===== src/rtl/cfg_gate_pkg.sv =====
package cfg_gate_pkg;
  localparam int RULE_W   = 3;
  localparam int RULE_AND = 0;
  localparam int RULE_OR  = 1;
  localparam int RULE_XOR = 2;

  // strobes from the rule decoder to the datapath
  typedef struct packed {
    logic useAnd;
    logic useOr;
    logic useXor;
    logic flip;
    logic fault;
  } gateStrobe_t;
endpackage


===== src/rtl/cfg_gate_ctrl.sv =====
module cfg_gate_ctrl
  import cfg_gate_pkg::*;
(
  input  logic [RULE_W-1:0] ruleSel,
  input  logic              invertEn,
  output gateStrobe_t       strobe
);
  always_comb begin
    strobe = '0;
    strobe.flip = invertEn;
    unique case (ruleSel)
      3'b001:  strobe.useAnd = 1'b1;
      3'b010:  strobe.useOr  = 1'b1;
      3'b100:  strobe.useXor = 1'b1;
      default: strobe.fault  = 1'b1;
    endcase
  end

  // at most one rule strobe, and the fault follows the select's bit count
  always_comb begin
    a_r7_single_rule: assert ($onehot0({strobe.useAnd, strobe.useOr, strobe.useXor}));
    a_r7_fault_count: assert (strobe.fault == ($countones(ruleSel) != 1));
  end
endmodule


===== src/rtl/cfg_gate_datapath.sv =====
module cfg_gate_datapath
  import cfg_gate_pkg::*;
#(
  parameter int LANES = 8
) (
  input  gateStrobe_t      strobe,
  input  logic [LANES-1:0] joinMask,
  input  logic [LANES-1:0] dataIn,
  output logic             gateOut,
  output logic             outHigh
);
  logic [LANES-1:0] andTerm;
  logic [LANES-1:0] orTerm;
  logic allHigh, anyHigh, oddHigh, baseVal, result;

  // an unjoined lane looks like 1 to AND and 0 to OR/parity
  for (genvar i = 0; i < LANES; i++) begin : g_lane
    assign andTerm[i] = dataIn[i] | ~joinMask[i];
    assign orTerm[i]  = dataIn[i] &  joinMask[i];
  end

  assign allHigh = &andTerm;
  assign anyHigh = |orTerm;
  assign oddHigh = ^orTerm;

  always_comb begin
    baseVal = 1'b0;
    if (strobe.useAnd)      baseVal = allHigh;
    else if (strobe.useOr)  baseVal = anyHigh;
    else if (strobe.useXor) baseVal = oddHigh;
    result = strobe.fault ? 1'b0 : (baseVal ^ strobe.flip);
  end

  assign gateOut = result;
  assign outHigh = result;

  always_comb begin
    // a bad select never lets the output rise
    if (strobe.fault) a_r7_forced_low: assert (!gateOut);
    // empty mask gives the rule's identity, then the invert
    if (joinMask == '0 && !strobe.fault)
      a_r6_empty_identity: assert (gateOut == (strobe.useAnd ^ strobe.flip));
    // any joined high line makes plain OR high
    if (strobe.useOr && !strobe.flip && (dataIn & joinMask) != '0)
      a_r2_or_any: assert (gateOut);
    // the indicator mirrors the output
    a_r8_indicator: assert (outHigh == gateOut);
  end
endmodule


===== src/rtl/cfg_logic_gate.sv =====
module cfg_logic_gate
  import cfg_gate_pkg::*;
#(
  parameter int LANES = 8
) (
  input  logic [RULE_W-1:0] ruleSel,
  input  logic              invertEn,
  input  logic [LANES-1:0]  joinMask,
  input  logic [LANES-1:0]  dataIn,
  output logic              gateOut,
  output logic              outHigh,
  output logic              cfgError
);
  gateStrobe_t strobe;

  cfg_gate_ctrl u_ctrl (
    .ruleSel (ruleSel),
    .invertEn(invertEn),
    .strobe  (strobe)
  );

  cfg_gate_datapath #(.LANES(LANES)) u_dp (
    .strobe  (strobe),
    .joinMask(joinMask),
    .dataIn  (dataIn),
    .gateOut (gateOut),
    .outHigh (outHigh)
  );

  assign cfgError = strobe.fault;
endmodule


===== config.mk =====
export PLATFORM = sky130hd
export DESIGN_NAME = cfg_logic_gate
export DESIGN_NICKNAME = d
export VERILOG_FILES = /design/src/rtl/cfg_gate_pkg.sv /design/src/rtl/cfg_gate_ctrl.sv /design/src/rtl/cfg_gate_datapath.sv /design/src/rtl/cfg_logic_gate.sv
export SDC_FILE = /design/constraint.sdc
export NUM_CORES = 1
export LEC_CHECK = 0
export BUFFER_PORTS_ARGS = -buffer_cell sky130_fd_sc_hd__buf_2
export CORE_AREA = 2 2 39 41
export DETAILED_ROUTE_END_ITERATION = 10
export DIE_AREA = 0 0 41 43
export GPL_TIMING_DRIVEN = 0
export PLACE_DENSITY = 0.49
export SETUP_SLACK_MARGIN = 0.2
export SLEW_MARGIN = 20
export SYNTH_ARGS = -nofsm -noshare
export SYNTH_HDL_FRONTEND = slang
export SYNTH_SLANG_ARGS = --single-unit
export TNS_END_PERCENT = 50

===== constraint.sdc =====
create_clock -name vclk -period 2.1
set_clock_uncertainty 0.15 [all_clocks]
set_input_delay 0.315 -clock vclk [all_inputs]
set_output_delay 0.315 -clock vclk [all_outputs]
set_load 0.05 [all_outputs]

==> summary.txt <==
final hold violations: 0
Crit path max-delay family: compound AO/OA/AOI/OAI gates
sequential standard cell area: 0 um^2
Layout area overhead: 131%
Port Buffers: 23
final setup violation count: 2
HP Class: in2out
Crit Path Category: in2out
# nets final: 89
final weighted congestion in routability-driven placement: 0.623
status: complete, but fails checks
Worst Path Required: 1.63 ns
Syn Area/Cell: 7.80 um^2
failing checks: setup timing
sequential-to-total area share from yosys stat: 0%
final wirelength: 781 um
Initial Utilization: 22.0%
leakage power: 0.290 nW
final worst path period share: 105%
DIE AREA: 1760 um^2
Unique masters post-synth: 15
Final Worst Setup Slack: -0.101 ns
die width: 41 um
Vias/cell: 4.54
post-route insts no fill: 79
final worst path period need: 2.20 ns
first-pass GRT wire length: 1.19 mm
WL/cell: 9.89 um
Synth Warn #: 0
Synthesized Nets: 63
Worst-Margin Slew: 0.257 ns
Row Count: 14
# fillers: 141
Crit path top cell by count: buf_6
number of global-route vias before repair: 325
antenna cells: 0
largest net degree at the start of global routing: 6
Post-Place Cells: 78
Slowest Stage Delay on Critical Path: 0.24 ns
Syn Inst Count: 39
I/O Pins: 23
post-DP HPWL: 703 um
fmax: 454 MHz
drt pass-1 iters: 3
critical-path maximum fanout: 2
Starting DRT DRC Count: 2
Slowest-stage cell, CP: ha_4
Clock Buffer Count: 0
ranking of synthesized cells by area: a2111oi_4 (18%), ha_1 (16%), nand2_1 (9.9%), nor2b_4 (9.1%), xnor2_1 (8.6%)
Setup TNS: -0.175 ns
data arrival time of the critical path: 1.74 ns
IR drop worst, VDD: 84.5 uV
crit-path cells: buf_6, nand2_4, ha_4, xor2_2, xnor2_1, nand3_1, a31o_1, a21oi_4, buf_6, buf_8
area fraction of the dominant cell type after synthesis: 18.1%
Placeable Area: 1380 um^2
DRC Markers: 0
critical path buffer and inverter count: 3
vias: 359
mapped cell area: 304 um^2
Seq cells: 0
Pwr Density: 253 nW/um^2
share of cells above drive strength 1: 74.6%
Chip Height: 43 um
most used cells in the layout excluding fill and tap cells: buf_6 (12), buf_2 (6), buf_8 (5)
Routed Antenna Nets: 0
Worst slew margin: 82.8%
commonest non-fill, non-tap cell in the layout: buf_6
initial antenna violation count: 0
hold_buf cts: 0
CP Capture Type: output pin
Setup crit start kind: input port
Slew Limit Fails: 0
leading area contributor after synthesis: a2111oi_4
maxcap violations: 0
RSZ-0062 raised after global routing: yes
total global routing overflow: 0
GRT Total Usage: 9.10%
power breakdown:
group / internal (W) / switching, W / leakage (nW)
clock: 0 / 0 / 0
sequential: 0 / 0 / 0
combinational: 0.0000971 / 0.0000806 / 0.290
total: 0.0000971 / 0.0000806 / 0.290
Yosys cell counts:
master and number:
a21oi_2 1, nand4_1 3, nand2_1 8, nor2b_4 2, a2111oi_4 2, a21oi_1 1, nand3_1 2, inv_2 2
a31o_1 1, xnor2_1 3, nor2b_1 4, buf_4 1, ha_1 4, nor2_1 4, xor2_1 1
timing repair:
| item | in CTS | in global routing |
|---|---|---|
| setup endpoints to repair | 2 | 2 |
| resized for setup | 25 | 10 |
| pin swaps | 11 | 13 |
| buffers inserted | 1 | 0 |
final cells by class:
cell class                      count  area, um^2  share of cell area (%)
Buffer                              1        11.3                    1.60
Inverter                            2        7.51                    1.07
Multi-Input combinational cell     36         419                    59.7
Tap cell                           16        20.0                    2.85
Timing Repair Buffer               24         244                    34.8
routing by layer:
| layer | routed length (um) | global-route usage [%] |
|---|---|---|
| met2 | 467 | 16.9 |
| met4 | 0 | 0 |
| met3 | 37 | 0 |
| met5 | 0 | 0 |
| met1 | 276 | 11.7 |
per-stage QoR:
step | total power (W) | util [%] | cell area, um^2 | worst slack, ns | hold slack [ns]
floorplan | 0.0000983 | - | 420 | -0.146 | 0.644
global placement | 0.000144 | 40.1 | 556 | -0.315 | 0.896
detailed placement | 0.000146 | 40.1 | 556 | -0.321 | 0.894
CTS | 0.000168 | 47.0 | 651 | -0.135 | 0.894
global route | 0.000189 | 50.7 | 702 | -0.161 | 0.928
finish | 0.000178 | 50.7 | 702 | -0.101 | 0.895
final timing paths:
path | startpoint | endpoint | cells past startpoint
worst max-delay path | joinMask[5] | outHigh | 10
worst min-delay path | ruleSel[2] | cfgError | 3
kinds of logic after synthesis:
| logic type | count (synthesis) | share of synthesized area, % |
|---|---|---|
| XOR/XNOR | 4 | 11.5 |
| adder cells (fa/ha/maj) | 4 | 16.5 |
| AND/OR/NAND/NOR | 23 | 41.6 |
| AO/OA/AOI/OAI | 5 | 25.5 |
| buffers and inverters | 3 | 4.94 |
No activity file was read; power rests on OpenSTA's default activity.
